### config.mk
export PLATFORM = sky130hd
export DESIGN_NAME = pptimer
export DESIGN_NICKNAME = d
export VERILOG_FILES = /design/src/rtl/pptimer_pkg.sv /design/src/rtl/pptimer_regs.sv /design/src/rtl/pptimer_tick.sv /design/src/rtl/pptimer_core.sv /design/src/rtl/pptimer.sv
export SDC_FILE = /design/constraint.sdc
export NUM_CORES = 1
export LEC_CHECK = 0
export BUFFER_PORTS_ARGS = -buffer_cell sky130_fd_sc_hd__buf_2
export CAP_MARGIN = 40
export CORE_MARGIN = 2
export CORE_UTILIZATION = 35
export DETAILED_ROUTE_END_ITERATION = 8
export GPL_TIMING_DRIVEN = 0
export PLACE_DENSITY = 0.64
export SLEW_MARGIN = 5
export SYNTH_ARGS = -nofsm -noshare
export SYNTH_HDL_FRONTEND = slang
export SYNTH_SLANG_ARGS = --single-unit
### constraint.sdc
create_clock -name clk -period 3.6 [get_ports clk]
set_input_delay 0.18 -clock clk [delete_from_list [all_inputs] [get_ports clk]]
set_output_delay 0.18 -clock clk [all_outputs]
set_load 0.02 [all_outputs]
### src/rtl/pptimer_pkg.sv
package pptimer_pkg;

  localparam int BUS_W     = 32;
  localparam int CTRL_W    = 16;
  localparam int PS_CODE_W = 3;
  localparam int PS_W      = 8;

  localparam int ON_BIT   = 15;
  localparam int GATE_BIT = 7;
  localparam int PS_LSB   = 4;
  localparam int SRC_BIT  = 1;

  localparam logic [CTRL_W-1:0] CTRL_KEEP = 16'h80F2;

  typedef enum logic [1:0] {
    OP_WRITE = 2'd0,
    OP_CLEAR = 2'd1,
    OP_SET   = 2'd2,
    OP_FLIP  = 2'd3
  } alias_op_e;

  typedef enum logic [1:0] {
    GRP_CTRL   = 2'd0,
    GRP_COUNT  = 2'd1,
    GRP_PERIOD = 2'd2,
    GRP_NONE   = 2'd3
  } reg_grp_e;

  // New register value for one alias access.
  function automatic logic [BUS_W-1:0] apply_alias(alias_op_e op,
                                                   logic [BUS_W-1:0] old_v,
                                                   logic [BUS_W-1:0] wd);
    logic [BUS_W-1:0] r;
    case (op)
      OP_WRITE: r = wd;
      OP_CLEAR: r = old_v & ~wd;
      OP_SET:   r = old_v | wd;
      default:  r = old_v ^ wd;
    endcase
    return r;
  endfunction

  // Terminal divider value, which is the ratio minus one. The top code jumps to 256.
  function automatic logic [PS_W-1:0] ps_limit(logic [PS_CODE_W-1:0] code);
    logic [PS_W-1:0] r;
    if (code == 3'd7) r = 8'hFF;
    else              r = (8'd1 << code) - 8'd1;
    return r;
  endfunction

endpackage

### src/rtl/pptimer_regs.sv
module pptimer_regs
  import pptimer_pkg::*;
#(
  parameter int AW = 6,
  parameter int DW = 16
) (
  input  logic              clk,
  input  logic              rst_n,
  input  logic [AW-1:0]     bus_addr,
  input  logic              bus_we,
  input  logic [BUS_W-1:0]  bus_wdata,
  output logic [BUS_W-1:0]  bus_rdata,
  input  logic [DW-1:0]     cnt_q,
  output logic              cnt_wr,
  output logic [DW-1:0]     cnt_wval,
  output logic              ctrl_wr,
  output logic [CTRL_W-1:0] ctrl_q,
  output logic [DW-1:0]     per_q
);

  logic      hit;
  reg_grp_e  grp;
  alias_op_e op;
  logic      per_wr;
  logic [CTRL_W-1:0] ctrl_next;
  logic [DW-1:0]     per_next;
  logic unused_addr_lsb;

  assign unused_addr_lsb = &{1'b0, bus_addr[1:0]};

  assign hit = ((bus_addr >> 6) == '0);
  assign grp = reg_grp_e'(bus_addr[5:4]);
  assign op  = alias_op_e'(bus_addr[3:2]);

  assign ctrl_wr = bus_we && hit && (grp == GRP_CTRL);
  assign cnt_wr  = bus_we && hit && (grp == GRP_COUNT);
  assign per_wr  = bus_we && hit && (grp == GRP_PERIOD);

  assign ctrl_next = CTRL_W'(apply_alias(op, BUS_W'(ctrl_q), bus_wdata)) & CTRL_KEEP;
  assign cnt_wval  = DW'(apply_alias(op, BUS_W'(cnt_q), bus_wdata));
  assign per_next  = DW'(apply_alias(op, BUS_W'(per_q), bus_wdata));

  always_ff @(posedge clk or negedge rst_n) begin
    if (!rst_n) begin
      ctrl_q <= '0;
      per_q  <= '1;
    end else begin
      if (ctrl_wr) ctrl_q <= ctrl_next;
      if (per_wr)  per_q  <= per_next;
    end
  end

  always_comb begin
    bus_rdata = '0;
    if (hit) begin
      case (grp)
        GRP_CTRL:   bus_rdata = BUS_W'(ctrl_q);
        GRP_COUNT:  bus_rdata = BUS_W'(cnt_q);
        GRP_PERIOD: bus_rdata = BUS_W'(per_q);
        default:    bus_rdata = '0;
      endcase
    end
  end

  // bits outside the kept set never appear in the stored control word
  p_ctrl_keep_r3: assert property (@(posedge clk) disable iff (!rst_n)
    ctrl_wr |=> ((ctrl_q & ~CTRL_KEEP) == '0));

  // the plain alias loads the written value
  p_plain_write_r2: assert property (@(posedge clk) disable iff (!rst_n)
    (per_wr && op == OP_WRITE) |=> (per_q == $past(bus_wdata[DW-1:0])));

endmodule

### src/rtl/pptimer_tick.sv
module pptimer_tick
  import pptimer_pkg::*;
#(
  parameter int SYNC_STAGES = 2
) (
  input  logic                 clk,
  input  logic                 rst_n,
  input  logic                 ext_clk,
  input  logic                 gate_in,
  input  logic                 ctrl_on,
  input  logic                 ctrl_src,
  input  logic                 ctrl_gate,
  input  logic [PS_CODE_W-1:0] ps_code,
  input  logic                 ctrl_wr,
  output logic                 tick
);

  logic [SYNC_STAGES:0] sync_q;
  logic                 ext_rise;
  logic                 src_ev;
  logic                 ev;
  logic [PS_W-1:0]      div_q;
  logic [PS_W-1:0]      lim;

  always_ff @(posedge clk or negedge rst_n) begin
    if (!rst_n) sync_q <= '0;
    else        sync_q <= {sync_q[SYNC_STAGES-1:0], ext_clk};
  end

  assign ext_rise = sync_q[SYNC_STAGES-1] & ~sync_q[SYNC_STAGES];

  always_comb begin
    if (ctrl_src)       src_ev = ext_rise;
    else if (ctrl_gate) src_ev = gate_in;
    else                src_ev = 1'b1;
  end

  assign ev   = ctrl_on & src_ev;
  assign lim  = ps_limit(ps_code);
  assign tick = ev && (div_q == lim);

  always_ff @(posedge clk or negedge rst_n) begin
    if (!rst_n)       div_q <= '0;
    else if (ctrl_wr) div_q <= '0;
    else if (ev)      div_q <= (div_q == lim) ? '0 : div_q + 8'd1;
  end

  // a control write restarts the divider
  p_div_restart_r6: assert property (@(posedge clk) disable iff (!rst_n)
    ctrl_wr |=> (div_q == '0));

  // a synchronized edge is one event only
  p_ext_once_r7: assert property (@(posedge clk) disable iff (!rst_n)
    ext_rise |=> !ext_rise);

  // no tick while the timer is off
  p_off_no_tick_r4: assert property (@(posedge clk) disable iff (!rst_n)
    !ctrl_on |-> !tick);

endmodule

### src/rtl/pptimer_core.sv
module pptimer_core #(
  parameter int DW = 16
) (
  input  logic          clk,
  input  logic          rst_n,
  input  logic          tick,
  input  logic [DW-1:0] per_q,
  input  logic          cnt_wr,
  input  logic [DW-1:0] cnt_wval,
  output logic [DW-1:0] cnt_q,
  output logic          irq
);

  logic match;

  assign match = (cnt_q == per_q);

  always_ff @(posedge clk or negedge rst_n) begin
    if (!rst_n) begin
      cnt_q <= '0;
      irq   <= 1'b0;
    end else begin
      if (cnt_wr)    cnt_q <= cnt_wval;
      else if (tick) cnt_q <= match ? '0 : cnt_q + DW'(1);
      irq <= tick & match & ~cnt_wr;
    end
  end

  // a software write wins over the increment
  p_load_wins_r10: assert property (@(posedge clk) disable iff (!rst_n)
    cnt_wr |=> (cnt_q == $past(cnt_wval)));

  // a tick without a match steps the count by one
  p_step_r5: assert property (@(posedge clk) disable iff (!rst_n)
    (tick && !cnt_wr && !match) |=> (cnt_q == $past(cnt_q) + DW'(1)));

  // an interrupt pulse only follows a tick
  p_irq_after_tick_r9: assert property (@(posedge clk) disable iff (!rst_n)
    irq |-> $past(tick));

endmodule

### src/rtl/pptimer.sv
module pptimer
  import pptimer_pkg::*;
#(
  parameter int DW          = 16,
  parameter int AW          = 6,
  parameter int SYNC_STAGES = 2
) (
  input  logic             clk,
  input  logic             rst_n,
  input  logic [AW-1:0]    bus_addr,
  input  logic             bus_we,
  input  logic [BUS_W-1:0] bus_wdata,
  output logic [BUS_W-1:0] bus_rdata,
  input  logic             ext_clk,
  input  logic             gate_in,
  output logic             irq
);

  logic [CTRL_W-1:0] ctrl_q;
  logic [DW-1:0]     cnt_q;
  logic [DW-1:0]     per_q;
  logic [DW-1:0]     cnt_wval;
  logic              cnt_wr;
  logic              ctrl_wr;
  logic              tick;
  logic              ctrl_on;
  logic              unused_ctrl;

  assign ctrl_on     = ctrl_q[ON_BIT];
  assign unused_ctrl = &{1'b0, ctrl_q};

  pptimer_regs #(.AW(AW), .DW(DW)) u_regs (
    .clk       (clk),
    .rst_n     (rst_n),
    .bus_addr  (bus_addr),
    .bus_we    (bus_we),
    .bus_wdata (bus_wdata),
    .bus_rdata (bus_rdata),
    .cnt_q     (cnt_q),
    .cnt_wr    (cnt_wr),
    .cnt_wval  (cnt_wval),
    .ctrl_wr   (ctrl_wr),
    .ctrl_q    (ctrl_q),
    .per_q     (per_q)
  );

  pptimer_tick #(.SYNC_STAGES(SYNC_STAGES)) u_tick (
    .clk       (clk),
    .rst_n     (rst_n),
    .ext_clk   (ext_clk),
    .gate_in   (gate_in),
    .ctrl_on   (ctrl_on),
    .ctrl_src  (ctrl_q[SRC_BIT]),
    .ctrl_gate (ctrl_q[GATE_BIT]),
    .ps_code   (ctrl_q[PS_LSB +: PS_CODE_W]),
    .ctrl_wr   (ctrl_wr),
    .tick      (tick)
  );

  pptimer_core #(.DW(DW)) u_core (
    .clk      (clk),
    .rst_n    (rst_n),
    .tick     (tick),
    .per_q    (per_q),
    .cnt_wr   (cnt_wr),
    .cnt_wval (cnt_wval),
    .cnt_q    (cnt_q),
    .irq      (irq)
  );

  // with the timer off and no write, the count holds
  p_hold_off_r4: assert property (@(posedge clk) disable iff (!rst_n)
    (!ctrl_on && !cnt_wr) |=> $stable(cnt_q));

endmodule

# Yosys cells after proc, flatten, opt, wreduce, memory -nomap -nowiden
# Cells that the tools add are included.
# word_totals
ff_bits	50
inputBits	43
elab_cells	54
# classes
n_addsub	3
eq_ne	7
n_shift	1
muxes	13
bitwise	16
reduce_logical	8
# ops
op	count
16-bit one-hot mux with 3 select lines	4
16-bit bitwise AND	3
16-bit 2-to-1 mux	3
16-bit bitwise OR	3
16-bit XOR	3
8-bit 2-to-1 mux	4
16-bit by 1-bit adder with 16-bit output (second input constant)	1
16-bit equality test	1
16-bit inverter	1
8-bit by 1-bit adder with 8-bit output (second input constant)	1
8-bit equality test	1
1-bit by 3-bit << shifter with 8-bit output (first input constant)	1
8-bit by 1-bit subtractor with 8-bit output (second input constant)	1
1-bit bitwise AND	4
2-bit by 1-bit equality test with 1-bit output (second input constant)	2
2-bit equality test (second input constant)	2
1-bit logical AND	4
2-bit zero test	2
2-bit nonzero test	2
3-bit equality test (second input constant)	1
1-bit 2-to-1 mux	2
1-bit inverter	2

# Longest topological paths before layout
# Gate-level depths: netlist (run 1).
# depth
depth_word	7
mapped_depth	13

# Modules after synthesis
# Synthesis (run 1) repeated with hierarchy kept, for this count alone.
# unflattened
hier_cells	642
area_unflattened_um2	5636.7
# by_module_without_submodules
module	n_inst	cells_each	area_each_um2	seq_area_each_um2
pptimer_regs	1	395	3459.6	570.5
pptimer_core	1	139	1290.0	425.4
pptimer_tick	1	108	887.1	275.3

# Least setup slack after synthesis (run 1)
# No wires, ideal clock.
# synth_path
kind	register to register
start	register u_regs.ctrl_q[5]
end	register u_core.cnt_q[15]
setup_ns	0.126
arrival_ns	2.619
path_slack_ns	0.855
path_stages_with_launch	12
n_path_buf	3
period_less_slack_ns	2.745
path_cell_list	dfrtp_1 > buf_6 > or3_4 > ha_1 > clkbuf_1 > mux2_2 > a221oi_1 > o21ai_0 > and2_1 > clkbuf_1 > and4_1 > a311o_1
# synth_via
elab_chain_cells	6
word_cells_on_any_way	7
cone_classes	1 x add/sub; 2 x eq/ne; 1 x shift; 1 x mux; 2 x reduce/logical
# synth_lines
element	line_no	rtl
start, declared	pptimer_regs.sv:17	output logic [CTRL_W-1:0] ctrl_q,
start signal, assigned	pptimer_regs.sv:48	if (ctrl_wr) ctrl_q <= ctrl_next;
1-bit by 3-bit << shifter with 8-bit output	pptimer_pkg.sv:47	else r = (8'd1 << code) - 8'd1;
8-bit by 1-bit subtractor with 8-bit output	pptimer_pkg.sv:47	
8-bit 2-to-1 mux (*)	pptimer_pkg.sv:46	if (code == 3'd7) r = 8'hFF;
8-bit equality test (*)	pptimer_tick.sv:40	assign tick = ev && (div_q == lim);
1-bit logical AND (*)	pptimer_tick.sv:40	
2-bit nonzero test (no line) (*)	-	
end signal, assigned	pptimer_core.sv:23	if (cnt_wr) cnt_q <= cnt_wval;
end signal, assigned	pptimer_core.sv:24	else if (tick) cnt_q <= match ? '0 : cnt_q + DW'(1);
end, declared	pptimer_core.sv:10	output logic [DW-1:0] cnt_q,
# Every way passes the cells marked *; elsewhere a longest branch is shown, timed or not.
# A chain may end at the register's enable or synchronous reset.

# Worst setup path in the final report (run 1)
# layout_path
start	register u_regs.ctrl_q[5]
end	register u_core.cnt_q[7]
# Same word-level chain as after synthesis.

==> results of run 1 <==
[worst reg2reg max path, delay by kind of cell, from the launching register on]
family | cells | cell delay, ps
buffers and inverters | 4 | 880
AO/OA/AOI/OAI | 4 | 780
AND/OR/NAND/NOR | 2 | 530
flip-flops | 1 | 400
multiplexers | 1 | 300
adder cells (fa/ha/maj) | 1 | 200
[worst max-delay path by stage]
stage                                       startpoint                      endpoint  slack, ps  cells past startpoint
final                     u_regs.ctrl_q[5]$_DFFE_PN0P_   u_core.cnt_q[7]$_DFFE_PN0P_        370                     12
after floorplan           u_regs.ctrl_q[5]$_DFFE_PN0P_  u_core.cnt_q[15]$_DFFE_PN0P_        850                     11
after global placement    u_regs.ctrl_q[5]$_DFFE_PN0P_   u_core.cnt_q[7]$_DFFE_PN0P_        350                     12
after detailed placement  u_regs.ctrl_q[5]$_DFFE_PN0P_   u_core.cnt_q[7]$_DFFE_PN0P_        290                     12
after global routing      u_regs.ctrl_q[4]$_DFFE_PN0P_   u_core.cnt_q[8]$_DFFE_PN0P_        110                     11
after CTS                 u_regs.ctrl_q[5]$_DFFE_PN0P_   u_core.cnt_q[7]$_DFFE_PN0P_        290                     12
[flip-flops by register name, summed over array words and instances, names as in the netlist]
register	flops
u_core.cnt_q	16
u_regs.per_q	16
u_tick.div_q	8
u_regs.ctrl_q	6
u_tick.sync_q	3
u_core.irq	1
[routing by layer]
metal  routed length [um]  share of wire, %  vias up  track usage [%]
met5                    0                 0        -                0
li1                     -                 -     2404                -
met1                 8030                48     2394             29.6
met3                  987               5.9       26             3.16
met2                 7490                44      163             33.6
met4                  357               2.1        0             6.52
[power by group]
part / internal (uW) / leakage (uW) / switching (uW)
sequential: 703 / 0.000568 / 171
clock: 277 / 0.0000739 / 233
combinational: 489 / 0.00222 / 707
total: 1470 / 0.00286 / 1110
[cell families (layout without fill, tap and decap cells)]
kind of cell,count (synthesis),count (layout),synth area share [%]
adder cells (fa/ha/maj),79,79,18.1
buffers and inverters,129,180,10.3
other,1,16,0.0686
AND/OR/NAND/NOR,139,139,13.6
XOR/XNOR,19,19,3.04
multiplexers,49,49,10.5
flip-flops,50,50,23.2
AO/OA/AOI/OAI,174,174,21.2
[cell usage after synthesis, drive strengths merged, types with 6 or more instances]
| master | instances |
|---|---|
| o31ai | 13 |
| ha | 79 |
| xnor2 | 18 |
| nor2 | 44 |
| nand4 | 8 |
| buf | 28 |
| mux2 | 26 |
| nand3 | 12 |
| a22o | 13 |
| mux2i | 19 |
| and4 | 6 |
| dfstp | 16 |
| a21oi | 43 |
| dfrtp | 34 |
| a22oi | 10 |
| nand2 | 26 |
| nor4 | 6 |
| nor2b | 8 |
| inv | 62 |
| clkbuf | 39 |
| a31oi | 19 |
| o21ai | 20 |
| a211oi | 42 |
[stage by stage]
step	power (uW)	setup slack, ps	hold slack, ps	cells
floorplan	1700	855	-116	655
global placement	2020	346	291	904
detailed placement	2060	294	236	907
CTS	2580	287	355	917
global route	2780	113	367	917
finish	2580	371	351	917
[final cells by class]
cell class                      instances  share of cell area [%]
Clock buffer                            7                    2.30
Timing Repair Buffer                   43                    3.96
Clock inverter                          1                  0.0808
Buffer                                 67                    5.34
Multi-Input combinational cell        476                    59.8
Sequential cell                        50                    20.5
Inverter                               62                    3.76
Tap cell                              211                    4.26
[repair_timing]
| item | 4_1_cts | 5_1_grt |
|---|---|---|
| endpoints found under the hold margin | 15 | 0 |
| hold buffers | 2 | 0 |
| setup endpoints to repair | 0 | 3 |
| resized for setup | 0 | 2 |
==> impl_metrics.sql, run 1 <==
INSERT INTO impl_metrics (metric_group, metric, value, unit) VALUES
('run_status', 'run_status', 'finished clean', ''),
('worst_setup_path', 'cp_data_arrival_time', '3400', 'ps'),
('route', 'drtPass1Iterations', '5', ''),
('sta', 'setup_tns', '0', 'ps'),
('synth', 'synth-async-reset-ratio', '100', '%'),
('route', 'count_of_antenna_violating_nets_left_after_detailed_routing', '0', ''),
('synth', 'seq_area_frac_synth', '23.2', '%'),
('synth', 'synth_seq_cells', '50', ''),
('die', 'floorplan.die.height', '129', 'um'),
('clocking', 'insertion_delay', '310', 'ps'),
('synth', 'yosys.cell_types.count', '59', ''),
('die', 'top_level_ports', '76', ''),
('synth', 'post_synth_inst_count', '640', ''),
('sta', 'clock_skew', '9.39', 'ps'),
('synth', 'yosys_top_cell_area_share', '18.1', '%'),
('power_and_ir_drop', 'powerDensity', '417', 'nW/um2'),
('worst_setup_path', 'critPathRequiredTime', '3770', 'ps'),
('global_routing', 'grt_overflow_total', '0', ''),
('sta', 'hold_violations', '0', ''),
('clocking', 'cts_post_setup_buffers_inserted', '0', ''),
('sta', 'worst_pin_slew', '839', 'ps'),
('worst_setup_path', 'crit_path_top_delay_cell', 'dfrtp_1', ''),
('global_routing', 'grt_start_max_net_pins', '28', ''),
('worst_setup_path', 'timing.reg2reg.setup_slack', '370', 'ps'),
('layout', 'post_route_cells_drive_above_1_share', '18.0', '%'),
('global_routing', 'grt_util_all_layers', '21.1', '%'),
('clocking', 'clk_path_buf_depth', '2', ''),
('route', 'post-route-drc-count', '0', ''),
('die', 'placementRows', '45', ''),
('layout', 'mostFrequentLayoutCells', 'ha_1, inv_1, buf_2', ''),
('synth', 'synth.largest_area_cell', 'ha_1', ''),
('worst_setup_path', 'worstRegToRegCells', '12', ''),
('sta', 'unrepaired_setup_endpoints_after_global_routing', 'false', ''),
('worst_setup_path', 'worstReg2RegEnd', 'u_core.cnt_q[7]$_DFFE_PN0P_', ''),
('worst_setup_path', 'crit_path_frequent_cell', 'clkbuf_1', ''),
('layout', 'layout.core_utilization', '40.6', '%'),
('sta', 'timing.slew.headroom', '44.0', '%'),
('power_and_ir_drop', 'vdd_drop_max', '236', 'uV'),
('synth', 'syn-mean-instance-area', '8.55', 'um2'),
('worst_setup_path', 'critPathMaxStageDelay', '400', 'ps'),
('clocking', 'tritoncts', 'built', ''),
('global_routing', 'grt_antenna_before_repair', '0', ''),
('layout', 'final.fill_count', '1559', ''),
('worst_setup_path', 'critical_path_endpoint_category', 'flip-flop', ''),
('global_routing', 'vias_in_the_first_global_route', '4868', ''),
('worst_setup_path', 'timing.critical_path.from_type', 'flip-flop', ''),
('place', 'placed_cell_area', '6020', 'um2'),
('worst_setup_path', 'critical_path_class', 'reg2reg', ''),
('layout', 'multiInputGateArea', '3700', 'um2'),
('die', 'design.die.area', '16600', 'um2'),
('die', 'design.core.area', '15300', 'um2'),
('hold_path', 'holdCritStartpoint', 'u_tick.sync_q[0]$_DFF_PN0_', ''),
('hold_path', 'min_delay_path_depth', '0', ''),
('clocking', 'cts_buffers', '5', ''),
('sta', 'final_min_period_over_clock_period', '89.7', '%'),
('synth', 'ys_dominant_reg_cell', 'dfrtp_1', ''),
('layout', 'stdcell_area', '6190', 'um2'),
('worst_setup_path', 'worst_r2r_start', 'u_regs.ctrl_q[5]$_DFFE_PN0P_', ''),
('route', 'wirelength', '16900', 'um'),
('route', 'routed_wire_length_per_instance', '18.4', 'um'),
('power_and_ir_drop', 'static-leakage-power', '0.00286', 'uW'),
('place', 'port_buffers', '38', ''),
('synth', 'syn-cell-area', '5470', 'um2'),
('layout', 'final_common_cell', 'ha_1', ''),
('worst_setup_path', 'cp.buffers_inverters', '4', ''),
('worst_setup_path', 'critical-path-top-delay-family', 'buffers and inverters', ''),
('route', 'drt-vias-per-instance', '5.44', ''),
('sta', 'setup_viol', '0', ''),
('route', 'drtIter0Drc', '318', ''),
('route', 'route.vias.total', '4987', ''),
('layout', 'final_nets', '827', '');
(Power assumes the default switching activity.)
==> run 2: changes to the inputs <==
==> constraint.sdc (replaced) <==
create_clock -name clk -period 3.6 [get_ports clk]
set_input_delay 0.36 -clock clk [delete_from_list [all_inputs] [get_ports clk]]
set_output_delay 0.36 -clock clk [all_outputs]
set_load 0.02 [all_outputs]
==> impl_metrics.sql, run 2 (synthesis gave the netlist of run 1 again) <==
INSERT INTO impl_metrics (metric_group, metric, value, unit) VALUES
('worst_setup_path', 'largest_fanout_of_any_net_on_the_critical_path', '10', ''),
('worst_setup_path', 'cp_data_arrival_time', '3460', 'ps'),
('layout', 'registers_with_the_highest_flip_flop_counts', 'u_core.cnt_q: 16 flops, u_regs.per_q: 16 flops, u_tick.div_q: 8 flops', ''),
('power_and_ir_drop', 'switching_share', '43.0', '%'),
('clocking', 'insertion_delay', '310', 'ps'),
('worst_setup_path', 'worstRegToRegCells', '11', ''),
('layout', 'multiInputGateArea', '3700', 'um2'),
('sta', 'timing_max_transition_violations_final', '0', ''),
('worst_setup_path', 'critPathMaxStageDelay', '580', 'ps'),
('sta', 'hold_violations', '0', ''),
('place', 'place.detailed.instances', '907', ''),
('power_and_ir_drop', 'powerDensity', '418', 'nW/um2'),
('die', 'design.die.area', '16600', 'um2'),
('route', 'drt-vias-per-instance', '5.46', ''),
('power_and_ir_drop', 'internal_power', '1470', 'uW'),
('sta', 'fin_hold_ws', '60.3', 'ps'),
('layout', 'layout.core_utilization', '40.4', '%'),
('global_routing', 'grt_start_max_net_pins', '28', ''),
('power_and_ir_drop', 'switching_power_of_the_nets', '1110', 'uW'),
('sta', 'unrepaired_setup_endpoints_after_global_routing', 'false', ''),
('route', 'routed_wire_length_per_instance', '18.4', 'um'),
('route', 'drtIter0Drc', '328', ''),
('sta', 'setup_tns', '0', 'ps'),
('layout', 'area_delta_synth_final', '12.8', '%'),
('worst_setup_path', 'critPathRequiredTime', '3820', 'ps'),
('die', 'placementRows', '45', ''),
('layout', 'post_layout_nonfiller_instances', '915', ''),
('layout', 'post_route_cells_drive_above_1_share', '18.0', '%'),
('layout', 'antenna_cells_inserted', '0', ''),
('worst_setup_path', 'cp.buffers_inverters', '3', ''),
('die', 'design.core.area', '15300', 'um2'),
('hold_path', 'hp-class', 'in2async', ''),
('worst_setup_path', 'timing.critical_path.from_type', 'flip-flop', ''),
('clocking', 'cts_clock_pin_slew_for_the_worst_setup_and_hold_paths', '70', 'ps'),
('sta', 'worst_pin_slew', '828', 'ps'),
('layout', 'final-seq-area', '1270', 'um2'),
('worst_setup_path', 'timing.reg2reg.setup_slack', '360', 'ps'),
('global_routing', 'grt_first_pass_wirelength', '26900', 'um'),
('run_status', 'run_status', 'finished clean', ''),
('global_routing', 'grt_util_all_layers', '21.1', '%'),
('route', 'wirelength', '16900', 'um'),
('sta', 'final_min_period_over_clock_period', '90.0', '%'),
('sta', 'timing.slew.headroom', '44.8', '%'),
('job', 'maxCapViolations', '0', ''),
('route', 'post-route-drc-count', '0', ''),
('die', 'die_width', '129', 'um'),
('clocking', 'tritoncts', 'built', ''),
('route', 'count_of_antenna_violating_nets_left_after_detailed_routing', '0', ''),
('layout', 'mostFrequentLayoutCells', 'ha_1, inv_1, buf_2', ''),
('sta', 'period_minus_slack', '3240', 'ps'),
('worst_setup_path', 'worst_setup_path_start', 'u_regs.ctrl_q[5]$_DFFE_PN0P_', ''),
('layout', 'final_nets', '825', ''),
('global_routing', 'grt_overflow_total', '0', ''),
('place', 'routability_congestion_estimate', '0.958', ''),
('die', 'floorplan.die.height', '129', 'um'),
('clocking', 'cts_buffers', '5', ''),
('layout', 'final_common_cell', 'ha_1', ''),
('global_routing', 'vias_in_the_first_global_route', '4862', ''),
('route', 'route.vias.total', '4993', ''),
('worst_setup_path', 'critical_path_endpoint_category', 'flip-flop', ''),
('power_and_ir_drop', 'vdd_drop_max', '235', 'uV'),
('layout', 'final.fill_count', '1562', ''),
('worst_setup_path', 'critical_path_class', 'reg2reg', ''),
('place', 'post_detail_place_hpwl', '12400', 'um'),
('worst_setup_path', 'worst_r2r_start', 'u_regs.ctrl_q[5]$_DFFE_PN0P_', ''),
('sta', 'clock_skew', '7.35', 'ps'),
('clocking', 'cts.root.buffer_cell', 'clkbuf_16', ''),
('clocking', 'cts-hold-fix-buffers', '0', ''),
('worst_setup_path', 'critical-path-top-delay-family', 'simple AND/OR/NAND/NOR gates', ''),
('clocking', 'clock_tree.htree_level_count', '2', ''),
('power_and_ir_drop', 'static-leakage-power', '0.00285', 'uW'),
('power_and_ir_drop', 'share_seq_of_total_power', '33.9', '%'),
('clocking', 'clk_path_buf_depth', '2', ''),
('worst_setup_path', 'crit_path_top_delay_cell', 'nor4_4', ''),
('sta', 'final.setup.worst_slack', '361', 'ps'),
('place', 'place_worst_setup_slack', '294', 'ps'),
('power_and_ir_drop', 'pwr-share-clk', '19.7', '%'),
('die', 'top_level_ports', '76', ''),
('sta', 'clock.fmax', '309', 'MHz'),
('clocking', 'clock_sink_count', '50', ''),
('global_routing', 'grt_antenna_before_repair', '0', ''),
('die', 'initial_core_util', '35.8', '%'),
('sta', 'setup_viol', '0', ''),
('worst_setup_path', 'critical_path.cell_chain', 'buf_6 -> or3_4 -> ha_1 -> clkbuf_1 -> nor2b_1 -> a2bb2oi_1 -> xnor2_1 -> nor4_4 -> buf_2 -> nand4_1 -> a31oi_1', ''),
('route', 'drtPass1Iterations', '5', ''),
('place', 'port_buffers', '38', ''),
('clocking', 'cts_post_setup_buffers_inserted', '0', ''),
('power_and_ir_drop', 'combPwrFrac', '46.3', '%'),
('worst_setup_path', 'worstReg2RegEnd', 'u_core.cnt_q[6]$_DFFE_PN0P_', '');
==> run 2: final cells by class <==
cell class                      count  share of cell area, %
Timing Repair Buffer               41                   3.65
Sequential cell                    50                   20.6
Tap cell                          211                   4.28
Clock buffer                        7                   2.31
Inverter                           62                   3.77
Clock inverter                      1                 0.0811
Multi-Input combinational cell    476                   60.0
Buffer                             67                   5.35
==> run 2: routing by layer <==
| metal | track usage, % | vias to the layer above | share of wire, % |
|---|---|---|---|
| li1 | - | 2405 | - |
| met2 | 33.6 | 186 | 45 |
| met1 | 29.6 | 2374 | 47 |
| met5 | 0 | - | 0 |
| met4 | 6.52 | 0 | 2.1 |
| met3 | 3.16 | 28 | 6.5 |
==> run 2: metrics by stage <==
step                      total power (uW)  area (um2)
after floorplan                       1700        5530
after detailed placement              2060        6020
after global routing                  2780        6170
final                                 2580        6170
after CTS                             2580        6170
after global placement                2020        5980
==> run 2: worst max path at each step <==
stage | endpoint | slack, ps | cells after the start
after floorplan | u_core.cnt_q[15]$_DFFE_PN0P_ | 850 | 11
after CTS | u_core.cnt_q[7]$_DFFE_PN0P_ | 290 | 12
after global placement | u_core.cnt_q[7]$_DFFE_PN0P_ | 350 | 12
final | u_core.cnt_q[6]$_DFFE_PN0P_ | 360 | 11
after detailed placement | u_core.cnt_q[7]$_DFFE_PN0P_ | 290 | 12
after global routing | u_core.cnt_q[8]$_DFFE_PN0P_ | 110 | 11
==> run 2: what timing repair did <==
item,4_1_cts,5_1_grt
setup endpoints to repair,0,3
hold endpoints to repair,0,0
gates resized for setup,0,2
==> run 2: power groups by stage <==
stage	logic (uW)	registers, uW	clock network (uW)
after floorplan	874	823	0
final	1190	874	508
after global routing	1340	897	542
after detailed placement	1170	882	0
after global placement	1140	879	0
after CTS	1180	873	526
==> run 3: changes to the inputs <==
PLACE_DENSITY = unset   (was 0.64)
PLACE_DENSITY_LB_ADDON = 0.15   (was unset)
==> impl_metrics.sql, run 3 (synthesis gave the netlist of run 1 again) <==
INSERT INTO impl_metrics (metric_group, metric, value, unit) VALUES
('layout', 'final_common_cell', 'ha_1', ''),
('layout', 'mostFrequentLayoutCells', 'ha_1, inv_1, buf_2', ''),
('sta', 'setup_tns', '0', 'ps'),
('power_and_ir_drop', 'combPwrFrac', '46.4', '%'),
('place', 'port_buffers', '38', ''),
('global_routing', 'grt_overflow_total', '0', ''),
('die', 'die_width', '129', 'um'),
('sta', 'fin_hold_ws', '122', 'ps'),
('worst_setup_path', 'cp_data_arrival_time', '3420', 'ps'),
('worst_setup_path', 'critical_path_endpoint_category', 'flip-flop', ''),
('global_routing', 'vias_in_the_first_global_route', '5027', ''),
('power_and_ir_drop', 'pwr-share-clk', '19.8', '%'),
('clocking', 'clock_sink_count', '50', ''),
('global_routing', 'grt_util_all_layers', '22.5', '%'),
('clocking', 'cts_post_setup_buffers_inserted', '0', ''),
('sta', 'clock.fmax', '313', 'MHz'),
('place', 'post_detail_place_hpwl', '13200', 'um'),
('sta', 'final_min_period_over_clock_period', '88.7', '%'),
('layout', 'post_route_cells_drive_above_1_share', '18.0', '%'),
('layout', 'stdcell_area', '6170', 'um2'),
('global_routing', 'grt_antenna_before_repair', '0', ''),
('route', 'routed_wire_length_per_instance', '19.6', 'um'),
('sta', 'worst_pin_slew', '885', 'ps'),
('power_and_ir_drop', 'switching_share', '43.6', '%'),
('clocking', 'cts_buffers', '5', ''),
('layout', 'final.fill_count', '1569', ''),
('power_and_ir_drop', 'switching_power_of_the_nets', '1140', 'uW'),
('clocking', 'cts.root.buffer_cell', 'clkbuf_16', ''),
('place', 'place_worst_setup_slack', '302', 'ps'),
('layout', 'layout.core_utilization', '40.4', '%'),
('route', 'drt-vias-per-instance', '5.53', ''),
('sta', 'setup_viol', '0', ''),
('power_and_ir_drop', 'static-leakage-power', '0.00285', 'uW'),
('run_status', 'run_status', 'finished clean', ''),
('route', 'route.vias.total', '5061', ''),
('die', 'design.core.area', '15300', 'um2'),
('clocking', 'tritoncts', 'built', ''),
('clocking', 'clk_path_buf_depth', '2', ''),
('sta', 'clock_skew', '8.88', 'ps'),
('route', 'post-route-drc-count', '0', ''),
('clocking', 'clock_tree.htree_level_count', '2', ''),
('sta', 'timing.slew.headroom', '41.0', '%'),
('sta', 'unrepaired_setup_endpoints_after_global_routing', 'false', ''),
('power_and_ir_drop', 'share_seq_of_total_power', '33.7', '%'),
('worst_setup_path', 'worstRegToRegCells', '12', ''),
('hold_path', 'hp-class', 'in2async', ''),
('global_routing', 'grt_first_pass_wirelength', '28500', 'um'),
('clocking', 'cts-hold-fix-buffers', '0', ''),
('layout', 'final_nets', '825', ''),
('die', 'initial_core_util', '35.8', '%'),
('power_and_ir_drop', 'internal_power', '1470', 'uW'),
('die', 'floorplan.die.height', '129', 'um'),
('sta', 'final.setup.worst_slack', '408', 'ps'),
('route', 'count_of_antenna_violating_nets_left_after_detailed_routing', '0', ''),
('place', 'placed_cell_area', '6020', 'um2'),
('power_and_ir_drop', 'vdd_drop_max', '186', 'uV'),
('clocking', 'cts_clock_pin_slew_for_the_worst_setup_and_hold_paths', '70', 'ps'),
('global_routing', 'grt_start_max_net_pins', '29', ''),
('die', 'top_level_ports', '76', ''),
('layout', 'antenna_cells_inserted', '0', ''),
('route', 'drtPass1Iterations', '7', ''),
('layout', 'area_delta_synth_final', '12.8', '%'),
('place', 'routability_congestion_estimate', '0.911', ''),
('route', 'wirelength', '18000', 'um'),
('sta', 'period_minus_slack', '3190', 'ps'),
('sta', 'timing_max_transition_violations_final', '0', ''),
('worst_setup_path', 'critical_path_class', 'reg2reg', ''),
('job', 'maxCapViolations', '0', ''),
('die', 'design.die.area', '16600', 'um2'),
('clocking', 'insertion_delay', '310', 'ps'),
('route', 'drtIter0Drc', '290', ''),
('die', 'placementRows', '45', ''),
('worst_setup_path', 'largest_fanout_of_any_net_on_the_critical_path', '10', ''),
('power_and_ir_drop', 'powerDensity', '423', 'nW/um2'),
('sta', 'hold_violations', '0', ''),
('layout', 'registers_with_the_highest_flip_flop_counts', 'u_core.cnt_q: 16 flops, u_regs.per_q: 16 flops, u_tick.div_q: 8 flops', ''),
('worst_setup_path', 'timing.critical_path.from_type', 'flip-flop', ''),
('worst_setup_path', 'critPathRequiredTime', '3830', 'ps');
==> run 3: per-layer routing <==
metal	vias up	part of all wire, %	global-route usage [%]	routed length (um)
met5	-	0	0	0
met4	0	3.0	8.76	536
met3	32	5.7	3.45	1030
met2	167	46	36.4	8200
met1	2460	46	30.2	8210
li1	2402	-	-	-
==> run 3: path summary, 6_finish.rpt <==
path	end	slack (ps)	startpoint
worst max-delay path	u_core.cnt_q[7]$_DFFE_PN0P_	410	u_regs.ctrl_q[5]$_DFFE_PN0P_
worst min-delay path	u_core.cnt_q[14]$_DFFE_PN0P_	120	rst_n
worst max register to register	u_core.cnt_q[7]$_DFFE_PN0P_	410	u_regs.ctrl_q[5]$_DFFE_PN0P_
worst min register to register	u_tick.sync_q[1]$_DFF_PN0_	360	u_tick.sync_q[0]$_DFF_PN0_
max in group asynchronous	u_regs.per_q[7]$_DFFE_PN1P_	2800	rst_n
min in group clk	u_tick.sync_q[0]$_DFF_PN0_	160	ext_clk
==> run 3: critical path, cell delays in order (launching register included) <==
cell and delay, ps:
dfrtp_1 390, buf_6 140, or3_4 380, ha_1 210, clkbuf_1 190, nor4b_1 300, nor4_1 90, o21ai_0 200
and2_1 150, clkbuf_1 360, clkbuf_2 340, a31oi_1 130, a22oi_1 200
==> run 3: final cells by class <==
type / count / area [um2] / share of cell area, %
clock buffer: 7 / 143 / 2.31
multi-input combinational: 476 / 3700 / 60.0
clock inverter: 1 / 5.00 / 0.0811
buffer: 67 / 330 / 5.35
timing repair buffer: 41 / 225 / 3.65
sequential: 50 / 1270 / 20.6
inverter: 62 / 233 / 3.77
tap: 211 / 264 / 4.28
==> run 3: metrics by stage <==
stage,cells,power [uW]
floorplan,655,1700
global placement,904,2020
detailed placement,907,2080
CTS,915,2610
global route,915,2810
finish,915,2610
==> run 3: what timing repair did <==
action | CTS | global route
endpoints found under the setup margin | 0 | 7
resized for setup | 0 | 2
endpoints found under the hold margin | 0 | 0
==> run 3: power groups by stage <==
stage / combinational, uW / clock, uW / sequential [uW]
final: 1210 / 518 / 880
after global routing: 1350 / 555 / 901
after CTS: 1200 / 534 / 877
after detailed placement: 1190 / 0 / 886
after global placement: 1140 / 0 / 880
after floorplan: 874 / 0 / 823
